`src/rtl/vid656_pkg.sv`:
```
package vid656_pkg;

    typedef enum logic [1:0] {
        ST_HUNT,
        ST_ONES,
        ST_ZERO1,
        ST_ZERO2
    } sync_state_t;

    localparam logic [7:0] TAG_ONES = 8'hFF;
    localparam logic [7:0] TAG_ZERO = 8'h00;

    function automatic logic tag_sound(input logic [7:0] t);
        logic f, v, h;
        f = t[6];
        v = t[5];
        h = t[4];
        return t[7] && (t[3:0] == {v ^ h, f ^ h, f ^ v, f ^ v ^ h});
    endfunction

endpackage

```
`src/rtl/vid656_sync_fsm.sv`:
```
module vid656_sync_fsm
    import vid656_pkg::*;
(
    input  logic       clk,
    input  logic       rst_n,
    input  logic [7:0] tag,
    output logic       at_code,
    output logic       hunting
);

    sync_state_t state, state_nx;

    always_ff @(posedge clk or negedge rst_n) begin
        if (!rst_n) state <= ST_HUNT;
        else        state <= state_nx;
    end

    always_comb begin
        state_nx = ST_HUNT;
        unique case (state)
            ST_HUNT:  state_nx = (tag == TAG_ONES) ? ST_ONES : ST_HUNT;
            ST_ONES:  state_nx = (tag == TAG_ZERO) ? ST_ZERO1 :
                                 (tag == TAG_ONES) ? ST_ONES : ST_HUNT;
            ST_ZERO1: state_nx = (tag == TAG_ZERO) ? ST_ZERO2 :
                                 (tag == TAG_ONES) ? ST_ONES : ST_HUNT;
            ST_ZERO2: state_nx = ST_HUNT;
        endcase
    end

    always_comb begin
        at_code = (state == ST_ZERO2);
        hunting = (state == ST_HUNT);
    end

endmodule

```
`src/rtl/vid656_tag_check.sv`:
```
module vid656_tag_check
    import vid656_pkg::*;
(
    input  logic [7:0] tag,
    output logic       sound,
    output logic       f_bit,
    output logic       v_bit,
    output logic       h_bit
);

    always_comb begin
        sound = tag_sound(tag);
        f_bit = tag[6];
        v_bit = tag[5];
        h_bit = tag[4];
    end

endmodule

```
`src/rtl/vid656_demux.sv`:
```
module vid656_demux #(
    parameter int WORD_W = 8
) (
    input  logic              clk,
    input  logic              rst_n,
    input  logic              start,
    input  logic              stop,
    input  logic              take,
    input  logic [WORD_W-1:0] din,
    output logic              pix_valid,
    output logic [WORD_W-1:0] y,
    output logic [WORD_W-1:0] cb,
    output logic [WORD_W-1:0] cr
);

    logic              active;
    logic [1:0]        phase;
    logic [WORD_W-1:0] cb_q, y0_q;

    always_ff @(posedge clk or negedge rst_n) begin
        if (!rst_n) begin
            active    <= 1'b0;
            phase     <= '0;
            cb_q      <= '0;
            y0_q      <= '0;
            pix_valid <= 1'b0;
            y         <= '0;
            cb        <= '0;
            cr        <= '0;
        end else begin
            pix_valid <= 1'b0;
            if (start) begin
                active <= 1'b1;
                phase  <= '0;
            end else if (stop) begin
                active <= 1'b0;
            end else if (take && active) begin
                phase <= phase + 2'd1;
                unique case (phase)
                    2'd0: cb_q <= din;
                    2'd1: y0_q <= din;
                    2'd2: begin
                        y         <= y0_q;
                        cb        <= cb_q;
                        cr        <= din;
                        pix_valid <= 1'b1;
                    end
                    2'd3: begin
                        y         <= din;
                        pix_valid <= 1'b1;
                    end
                endcase
            end
        end
    end

endmodule

```
`src/rtl/vid656_dec.sv`:
```
module vid656_dec
    import vid656_pkg::*;
#(
    parameter int WORD_W = 8
) (
    input  logic              clk,
    input  logic              rst_n,
    input  logic [WORD_W-1:0] din,
    output logic              pix_valid,
    output logic [WORD_W-1:0] y,
    output logic [WORD_W-1:0] cb,
    output logic [WORD_W-1:0] cr,
    output logic              field,
    output logic              vblank,
    output logic              hblank,
    output logic              sof,
    output logic              code_err
);

    localparam int TAG_LSB = WORD_W - 8;

    logic [7:0] tag;
    logic       at_code, hunting;
    logic       sound, f_bit, v_bit, h_bit;
    logic       armed;
    logic       good_code, start, stop, take;

    // Matching uses only the top 8 bits; extra LSBs of wide words drop out.
    assign tag = din[WORD_W-1:TAG_LSB];

    vid656_sync_fsm u_fsm (
        .clk     (clk),
        .rst_n   (rst_n),
        .tag     (tag),
        .at_code (at_code),
        .hunting (hunting)
    );

    vid656_tag_check u_chk_tag (
        .tag   (tag),
        .sound (sound),
        .f_bit (f_bit),
        .v_bit (v_bit),
        .h_bit (h_bit)
    );

    assign good_code = at_code && sound;
    assign start     = good_code && !h_bit;
    assign stop      = good_code &&  h_bit;
    assign take      = hunting && (tag != TAG_ONES);

    vid656_demux #(.WORD_W(WORD_W)) u_demux (
        .clk       (clk),
        .rst_n     (rst_n),
        .start     (start),
        .stop      (stop),
        .take      (take),
        .din       (din),
        .pix_valid (pix_valid),
        .y         (y),
        .cb        (cb),
        .cr        (cr)
    );

    always_ff @(posedge clk or negedge rst_n) begin
        if (!rst_n) begin
            field    <= 1'b0;
            vblank   <= 1'b1;
            hblank   <= 1'b1;
            sof      <= 1'b0;
            code_err <= 1'b0;
            armed    <= 1'b0;
        end else begin
            sof      <= 1'b0;
            code_err <= at_code && !sound;
            if (good_code) begin
                field  <= f_bit;
                vblank <= v_bit;
                hblank <= h_bit;
                if (v_bit && !f_bit) begin
                    armed <= 1'b1;
                end else if (armed && !f_bit && !h_bit) begin
                    sof   <= 1'b1;
                    armed <= 1'b0;
                end
            end
        end
    end

endmodule

```
`config.mk`:
```
export PLATFORM = sky130hd
export DESIGN_NAME = vid656_dec
export DESIGN_NICKNAME = d
export VERILOG_FILES = /design/src/rtl/vid656_pkg.sv /design/src/rtl/vid656_sync_fsm.sv /design/src/rtl/vid656_tag_check.sv /design/src/rtl/vid656_demux.sv /design/src/rtl/vid656_dec.sv
export SDC_FILE = /design/constraint.sdc
export NUM_CORES = 1
export LEC_CHECK = 0
export BUFFER_PORTS_ARGS = -buffer_cell sky130_fd_sc_hd__buf_2
export CORE_MARGIN = 1.5
export CORE_UTILIZATION = 40
export CTS_CLUSTER_DIAMETER = 40
export DETAILED_ROUTE_END_ITERATION = 10
export PLACE_DENSITY_LB_ADDON = 0.25
export SLEW_MARGIN = 25
export SYNTH_ARGS = -nofsm -noshare
export SYNTH_HDL_FRONTEND = slang
export SYNTH_SLANG_ARGS = --single-unit
```
`constraint.sdc`:
```
create_clock -name clk -period 1.85 [get_ports clk]
set_input_delay 0.0925 -clock clk [delete_from_list [all_inputs] [get_ports clk]]
set_output_delay 0.0925 -clock clk [all_outputs]
set_load 0.01 [all_outputs]
```
==> impl_metrics.yaml, run 1 <==
route:
  drc_errors: 0
  drtPass1Iterations: 4
  ant_nets: 0
  viasPerCell: 4.871
  wl_per_cell_um: 15.17
  routed_wirelength_um: 4459
  drtIter0Drc: 49
  via_count: 1432
logic_synthesis:
  synth_common_cells: "dfrtp_1 (50), mux2_2 (22), mux2_4 (14)"
  ys.flop_type: "dfrtp_1"
  synthCells: 171
  yosysSeqAreaShare_pct: 54.36
  synthArstFlopShare_pct: 100.0
  synth_top_cell_by_area: "dfrtp_1"
  yosys_warnings: 0
  synth_edf_count: 0
  synthesis.nets: 188
  synth_top_area_share_pct: 52.16
  synth-seq-cells: 52
  synth.most_common_cell: "dfrtp_1"
  postSynthAreaPerCell_um2: 14.03
  synth_cell_types: 37
  netlist_area_mm2: 0.002399
  synth_area_leaders: "dfrtp_1 (52%), mux2_2 (10%), mux2_4 (8.8%)"
clock_network:
  cts_buffers: 5
  clk_pin_slew_worst_paths_ps: 90
  root_buffer: "clkbuf_8"
  htree_levels: 2
  cts_setup_buffers: 0
  cts_tree: "done"
  cts.sinks: 52
  clk_latency_ps: 300
  cts_buffer_depth: 2
  ctsResizeCount: 0
setup_path:
  reg2reg_slack_ps: 290
  critPathKind: "reg2reg"
  crit_chain: "nor3b_2, o21a_4, nand2_2, mux2_2"
  max_stage_delay_ps: 420
  startpoint: "u_fsm.state[1]$_DFF_PN0_"
  cpMaxStageDelayCell: "dfrtp_1"
  endpoint_kind: "flip-flop"
  r2r_start: "u_fsm.state[1]$_DFF_PN0_"
  required_ps: 2040
  cp_data_arrival_time_ps: 1750
  path_buf_inv: 0
  path_max_fanout: 8
  setup.worst_path.start_class: "flip-flop"
  critical_path.top_delay_family: "simple AND/OR/NAND/NOR gates"
timing:
  timing.final.crit_share_pct: 84.59
  fin_crit_ps: 1565
  setup_viol: 0
  slew_headroom_pct: 57.39
  tightest_slew_ps: 639.2
  finalHoldViolCount: 0
  slew_violations: 0
  rsz0062_at_grt: "false"
  finClkSkew_ps: 7.703
  fmax_mhz: 639.0
  fin_setup_tns_ps: 0
placed_design:
  dpl-instance-area_mm2: 0.002688
  post-place-cells: 285
  portBuffers: 39
  dp_hpwl_um: 3155
  gp_congestion: 0.8783
global_route:
  grtUsageMet3_pct: 3.409
  first_global_vias: 1467
  grtUsageTotal_pct: 15.67
  grt_overflow: 0
  grt_max_degree: 53
  met2_usage_pct: 23.61
  antenna_found_initial: 0
  grtUsageMet1_pct: 22.48
  gr-max-usage-layer: "met2"
  grt_pass1_wl_um: 7507
flow_run:
  cap_violations: 0
floorplan:
  die_w_um: 80.44
  boundaryPins: 40
  die_area_mm2: 0.006470
  std_cell_rows: 28
  start_util_pct: 41.00
  die_h_um: 80.44
  fp.coreArea_mm2: 0.005851
layout:
  layout-drive-gt1-share_pct: 47.03
  num_antenna_cells: 0
  fin_nets: 235
  area_growth_pct: 16.33
  nFillCells: 528
  layoutNonFillerInstCount: 294
  finalInstanceArea_mm2: 0.002790
power:
  power_mw: 1.902
  p_sw_share_pct: 22.75
  pwr-share-comb_pct: 5.7
  p_sw_mw: 0.4327
  intPower_mw: 1.469
  power_frac_seq_pct: 59.7
  p_leak_nw: 1.544
  power.density_mw_per_mm2: 681.6
  ir_drop_v: 0.0004426
  p_clk_share_pct: 34.6
min_path:
  min_from: "din[4]"
  min_path_type: "in2reg"
status:
  status: "completed"
-- through the flow --
step                setup WS, ps  hold slack (ps)  util (%)
global route               205.9            125.7     47.69
floorplan                  188.9           -203.1         -
global placement           183.4            250.8     45.94
finish                     285.1            119.8     47.69
CTS                        270.6            117.3     47.69
detailed placement         107.2            252.6     45.94
-- cells in the final DEF (no fill, tap or decap), types with 2 or more instances in the layout --
cell,n
dfrtp_1,50
buf_2,39
mux2_2,22
mux2_4,14
nand2_1,10
o21ai_0,10
mux2i_1,8
inv_1,7
ha_1,7
buf_4,7
clkbuf_8,6
nor2_1,5
xnor2_1,3
nand3_1,2
xor2_1,2
o21a_1,2
nand2_2,2
clkinv_2,2
dfstp_2,2
-- metal layers --
layer | wire, µm | vias to the layer above
met5 | 0 | -
met3 | 158 | 5
met1 | 2207 | 709
met2 | 2045 | 27
met4 | 48 | 0
li1 | - | 691
-- repair_timing --
item / 4_1_cts / 5_1_grt
hold buffers: 1 / 0
endpoints found under the setup margin: 0 / 0
endpoints found under the hold margin: 50 / 0
-- sequential cells by signal (all words and copies together) (netlist names) --
register and count:
field 1, hblank 1, armed 1, u_demux.phase 2, u_demux.y 8, u_demux.y0_q 8, u_demux.pix_valid 1, code_err 1
u_demux.cr 8, u_demux.cb 8, vblank 1, u_fsm.state 2, u_demux.cb_q 8, sof 1, u_demux.active 1
-- path summary, 6_finish.rpt --
check / end / cells after the start
worst max-delay path: u_demux.cb_q[0]$_DFFE_PN0P_ / 4
worst min-delay path: u_demux.cb_q[4]$_DFFE_PN0P_ / 2
worst max register to register: u_demux.cb_q[0]$_DFFE_PN0P_ / 4
worst min register to register: u_demux.y[6]$_DFFE_PN0P_ / 2
max in group asynchronous: u_demux.phase[0]$_DFFE_PN0P_ / 3
min in group asynchronous: u_demux.cr[6]$_DFFE_PN0P_ / 3
-- worst reg2reg max path, cell delays in order, from the launching register on --
cell and delay (ps):
dfrtp_1 420, nor3b_2 300, o21a_4 240, nand2_2 180, mux2_2 320
-- cells by family (layout without fill, tap and decap cells) --
group                    count (synthesis)  in the layout  share of synthesized area, %
AND/OR/NAND/NOR                         28             28                         7.512
flip-flops                              52             52                         54.36
adder cells (fa/ha/maj)                  7              7                         3.651
multiplexers                            44             44                         22.43
AO/OA/AOI/OAI                           21             21                         6.938
XOR/XNOR                                 5              5                         1.826
buffers and inverters                   14             62                         3.287
-- area by class of cell --
type,instances,area [µm²],area share (%)
sequential,52,1304,46.73
multi-input combinational,105,1016,36.41
timing repair buffer,47,257.7,9.238
tap,75,93.84,3.363
clock buffer,6,82.58,2.960
inverter,7,26.28,0.9417
clock inverter,2,10.01,0.3587
-- power by group through the flow --
stage / registers (mW) / clock network (mW) / logic [mW]
after global routing: 1.14 / 0.734 / 0.123
after CTS: 1.14 / 0.683 / 0.112
final: 1.14 / 0.658 / 0.108
after global placement: 1.16 / 0 / 0.110
after detailed placement: 1.16 / 0 / 0.110
after floorplan: 1.16 / 0 / 0.0500
Note: power is estimated with default switching activity, not from simulation.
==> run 2, diff against run 1 <==
- clock period: 1.85 -> 1.5 ns (I/O delays scaled with it)
==> run 2 against run 1 <==
Via count increased by 3.1%. Largest cell class unchanged. Critical path type unchanged. Die area unchanged. Power is 27% higher. Clock-buffer cell count down 1. Clock power up 28%. Hold slack gained 7.1 ps. Non-clock buffer count is 13 higher.
==> impl_metrics.yaml, run 2 (synthesis results as in run 1) <==
min_path:
  min_from: "din[7]"
  min_path_type: "in2reg"
timing:
  slew_violations: 0
  setup_viol: 0
  tightest_slew_ps: 342.8
  finalHoldViolCount: 0
  fin_crit_ps: 1485
  holdWs_ps: 126.9
  fin_setup_tns_ps: 0
  fmax_mhz: 673.5
  timing.final.crit_share_pct: 98.98
  rsz0062_at_grt: "true"
  finClkSkew_ps: 6.369
  slew_headroom_pct: 76.93
floorplan:
  die_area_mm2: 0.006470
  boundaryPins: 40
  start_util_pct: 41.00
  std_cell_rows: 28
  die_h_um: 80.44
  die_w_um: 80.44
  fp.coreArea_mm2: 0.005851
layout:
  layout_common_cells: "dfrtp_1 (50), buf_2 (39), mux2_2 (22), buf_4 (18), mux2_4 (14)"
  multiInputGateArea_mm2: 0.001056
  finalInstanceArea_mm2: 0.002957
  utilization_pct: 50.53
  final_common_cell: "dfrtp_1"
  num_antenna_cells: 0
  seq_area_mm2: 0.001304
  layout-drive-gt1-share_pct: 52.16
  fin_nets: 248
  nFillCells: 522
  area_growth_pct: 23.27
route:
  drc_errors: 0
  wl_met2_um: 2239
  drtIter0Drc: 95
  routed_wirelength_um: 4715
  via_count: 1477
  drtPass1Iterations: 4
  met3_length_um: 173
  top_layer_used: "met4"
  ant_nets: 0
  wl_per_cell_um: 15.36
  viasPerCell: 4.811
  wl_met1_um: 2272
setup_path:
  required_ps: 1700
  startpoint: "u_fsm.state[0]$_DFF_PN0_"
  crit_chain: "nor3b_2, o21a_4, nand2_2, mux2_2"
  path_max_fanout: 8
  max_stage_delay_ps: 420
  critical_path.top_delay_family: "flip-flops"
  endpoint_kind: "flip-flop"
  critPathKind: "reg2reg"
  cp_data_arrival_time_ps: 1680
  path_buf_inv: 0
  setup.worst_path.start_class: "flip-flop"
  r2r_start: "u_fsm.state[0]$_DFF_PN0_"
  cpMaxStageDelayCell: "dfrtp_1"
clock_network:
  root_buffer: "clkbuf_8"
  cts_buffer_depth: 2
  htree_levels: 2
  cts_buffers: 5
  clk_latency_ps: 310
  cts.sinks: 52
  cts_tree: "done"
  clk_pin_slew_worst_paths_ps: 100
power:
  power.density_mw_per_mm2: 814.6
  power_mw: 2.409
  p_leak_nw: 1.627
  ir_drop_v: 0.0004268
global_route:
  antenna_found_initial: 0
  first_global_vias: 1495
  grt_overflow: 0
  grtUsageTotal_pct: 15.46
  grt_pass1_wl_um: 7479
  grt_max_degree: 53
status:
  status: "completed"
placed_design:
  portBuffers: 39
  dpl-instance-area_mm2: 0.002828
  gp_congestion: 0.8043
  dp_hpwl_um: 3422
flow_run:
  cap_violations: 0
[run 2: cell types whose count changed in the layout (fill, tap and decap cells not counted), moves of 2 or more]
cell,before,now
buf_12,0,2
buf_4,7,18
clkinv_2,2,0
ha_4,0,2
ha_1,7,4
[run 2: per-layer routing]
layer | global-route usage [%] | up-vias
met1 | 20.83 | 723
li1 | - | 720
met5 | 0 | -
met2 | 24.45 | 30
met3 | 3.977 | 4
met4 | 4.483 | 0
[run 2: per-stage QoR]
step	worst slack [ps]	cells
CTS	-2.034	306
detailed placement	-152.7	297
floorplan	-14.19	171
global placement	-114.2	297
finish	15.23	307
global route	-47.47	307
[run 2: repair_timing]
item                       in CTS  in global routing
hold buffers                    1                  0
cloned                          0                  0
hold endpoints to repair       50                  0
gates resized for setup         1                  3
buffers inserted                0                  1
setup endpoints to repair       2                 31
[run 2: final cells by class]
cell class | instances | share of cell area (%)
Inverter | 7 | 0.8887
Multi-Input combinational cell | 105 | 35.72
Sequential cell | 52 | 44.10
Clock inverter | 3 | 0.9310
Timing Repair Buffer | 60 | 12.86
Clock buffer | 5 | 2.328
Tap cell | 75 | 3.174
[run 2: final timing paths]
kind                                          endpoint  slack, ps  cells after the start
max reg2reg                u_demux.y0_q[1]$_DFFE_PN0P_         20                      4
max in group asynchronous           vblank$_DFFE_PN1N_        930                      3
max                        u_demux.y0_q[1]$_DFFE_PN0P_         20                      4
min in group asynchronous    u_demux.cr[1]$_DFFE_PN0P_        290                      3
min reg2reg                   u_demux.y[7]$_DFFE_PN0P_        480                      2
min                          u_demux.cr[7]$_DFFE_PN0P_        130                      2
[run 2: power by group]
part	internal (mW)	switching, mW	total (mW)
Combinational	0.0640	0.101	0.165
Sequential	1.40	0.0000934	1.40
Clock	0.343	0.499	0.842
Total	1.81	0.600	2.41
==> run 3, diff against run 2 <==
- CTS_BUF_LIST: default -> sky130_fd_sc_hd__clkbuf_4
==> run 3 against run 2 <==
Flip-flop and latch count unchanged. Hold slack got worse by 86 ps. Critical path depth did not move. Die area is the same. Non-clock buffer count up 3. Core utilization rose by 1.3 points. First-iteration DRC count down 17%. Sequential power is essentially flat. Maximum frequency is 0.50% higher. Highest routed layer unchanged. Final area rose by 2.7%. Power decreased by 6.2%.
==> impl_metrics.yaml, run 3 (synthesis results as in run 1) <==
clock_network:
  clk_latency_ps: 380
  cts_tree: "done"
  root_buffer: "clkbuf_4"
  cts_buffers: 5
  cts.sinks: 52
  htree_levels: 2
  clk_pin_slew_worst_paths_ps: 170
  cts_buffer_depth: 2
floorplan:
  boundaryPins: 40
  die_area_mm2: 0.006470
  die_h_um: 80.44
  die_w_um: 80.44
  std_cell_rows: 28
  fp.coreArea_mm2: 0.005851
  start_util_pct: 41.00
timing:
  finClkSkew_ps: 10.62
  slew_headroom_pct: 76.60
  fin_setup_tns_ps: 0
  fmax_mhz: 676.8
  setup_viol: 0
  slew_violations: 0
  finalHoldViolCount: 0
  fin_crit_ps: 1477
  timing.final.crit_share_pct: 98.50
  tightest_slew_ps: 347.8
  holdWs_ps: 41.33
  rsz0062_at_grt: "true"
placed_design:
  portBuffers: 39
  post-place-cells: 297
  dpl-instance-area_mm2: 0.002828
  gp_congestion: 0.8043
  dp_hpwl_um: 3422
route:
  drtIter0Drc: 79
  via_count: 1496
  drtPass1Iterations: 4
  wl_per_cell_um: 15.90
  drc_errors: 0
  ant_nets: 0
  routed_wirelength_um: 4944
  viasPerCell: 4.810
layout:
  num_antenna_cells: 0
  fin_nets: 252
  seq_area_mm2: 0.001304
  layout_common_cells: "dfrtp_1 (50), buf_2 (39), mux2_2 (22), buf_4 (19), mux2_4 (14)"
  area_growth_pct: 26.55
  layoutNonFillerInstCount: 311
  nFillCells: 509
  layout-drive-gt1-share_pct: 55.51
  finalInstanceArea_mm2: 0.003035
  multiInputGateArea_mm2: 0.001109
  final_common_cell: "dfrtp_1"
global_route:
  grt_max_degree: 53
  first_global_vias: 1501
  grt_pass1_wl_um: 7534
  antenna_found_initial: 0
  grt_overflow: 0
  grtUsageTotal_pct: 15.63
power:
  power_mw: 2.260
  p_leak_nw: 1.684
  ir_drop_v: 0.0003371
  power.density_mw_per_mm2: 744.5
min_path:
  hold_depth: 2
  min_path_type: "in2reg"
setup_path:
  cpMaxStageDelayCell: "dfrtp_1"
  required_ps: 1780
  max_stage_delay_ps: 440
  crit_chain: "nor3b_2, o21a_4, nand2_4, mux2_2"
  cp_data_arrival_time_ps: 1760
  path_max_fanout: 8
  critPathKind: "reg2reg"
  setup.worst_path.start_class: "flip-flop"
  endpoint_kind: "flip-flop"
  r2r_cells: 4
status:
  status: "completed"
flow_run:
  cap_violations: 0
[run 3: changes by cell type in the layout (fill, tap and decap cells not counted), sizes merged]
cell,delta
clkbuf,+2
buf,+1
nand2,+1
[run 3: layer usage]
| metal | global-route usage (%) | vias up | part of all wire (%) |
|---|---|---|---|
| met5 | 0 | - | 0 |
| met4 | 5.000 | 0 | 1.3 |
| met3 | 3.977 | 8 | 3.4 |
| met2 | 24.20 | 27 | 47 |
| met1 | 21.34 | 733 | 48 |
| li1 | - | 728 | - |
[run 3: critical path: cells and delay by family, from the launching register on]
family	cells	cell delay, ps
AOI/OAI and AO/OA	1	270
DFF	1	440
muxes	1	300
and+or+nand+nor	2	380
[run 3: path summary, 6_finish.rpt]
kind / from / endpoint / slack (ps)
max in group asynchronous: rst_n / vblank$_DFFE_PN1N_ / 1010
min: din[7] / u_demux.cb_q[7]$_DFFE_PN0P_ / 40
min reg2reg: u_demux.y[7]$_DFFE_PN0P_ / u_demux.y[7]$_DFFE_PN0P_ / 500
max: u_fsm.state[0]$_DFF_PN0_ / u_demux.cb_q[5]$_DFFE_PN0P_ / 20
max reg2reg: u_fsm.state[0]$_DFF_PN0_ / u_demux.cb_q[5]$_DFFE_PN0P_ / 20
min in group asynchronous: rst_n / u_demux.y[4]$_DFFE_PN0P_ / 200
[run 3: what timing repair did]
action	4_1_cts	5_1_grt
buffers inserted	1	2
endpoints found under the setup margin	9	44
hold buffers	1	0
gates resized for setup	0	19
endpoints found under the hold margin	52	0
pin swaps	1	3
gates cloned	0	3
[run 3: layout make-up]
| cell class | instances | area share [%] |
|---|---|---|
| timing repair buffer | 63 | 14.43 |
| clock inverter | 3 | 0.9068 |
| clock buffer | 5 | 1.237 |
| multi-input combinational | 106 | 36.52 |
| inverter | 7 | 0.8656 |
| tap | 75 | 3.092 |
| sequential | 52 | 42.95 |
[run 3: per-stage QoR]
| stage | worst slack (ps) | util [%] |
|---|---|---|
| 3_3_place_gp | -114.2 | 48.33 |
| 5_1_grt | -65.78 | 51.88 |
| 6_report | 22.56 | 51.88 |
| 3_5_place_dp | -152.7 | 48.33 |
| 4_1_cts | -7.249 | 49.74 |
| 2_1_floorplan | -14.19 | - |
[run 3: report_power, final]
part           total, mW  leakage, nW  switching, mW  internal [mW]
Combinational      0.167        0.942          0.103         0.0640
Clock              0.690       0.0333          0.492          0.198
Sequential          1.40        0.709      0.0000948           1.40
Total               2.26         1.68          0.595           1.67
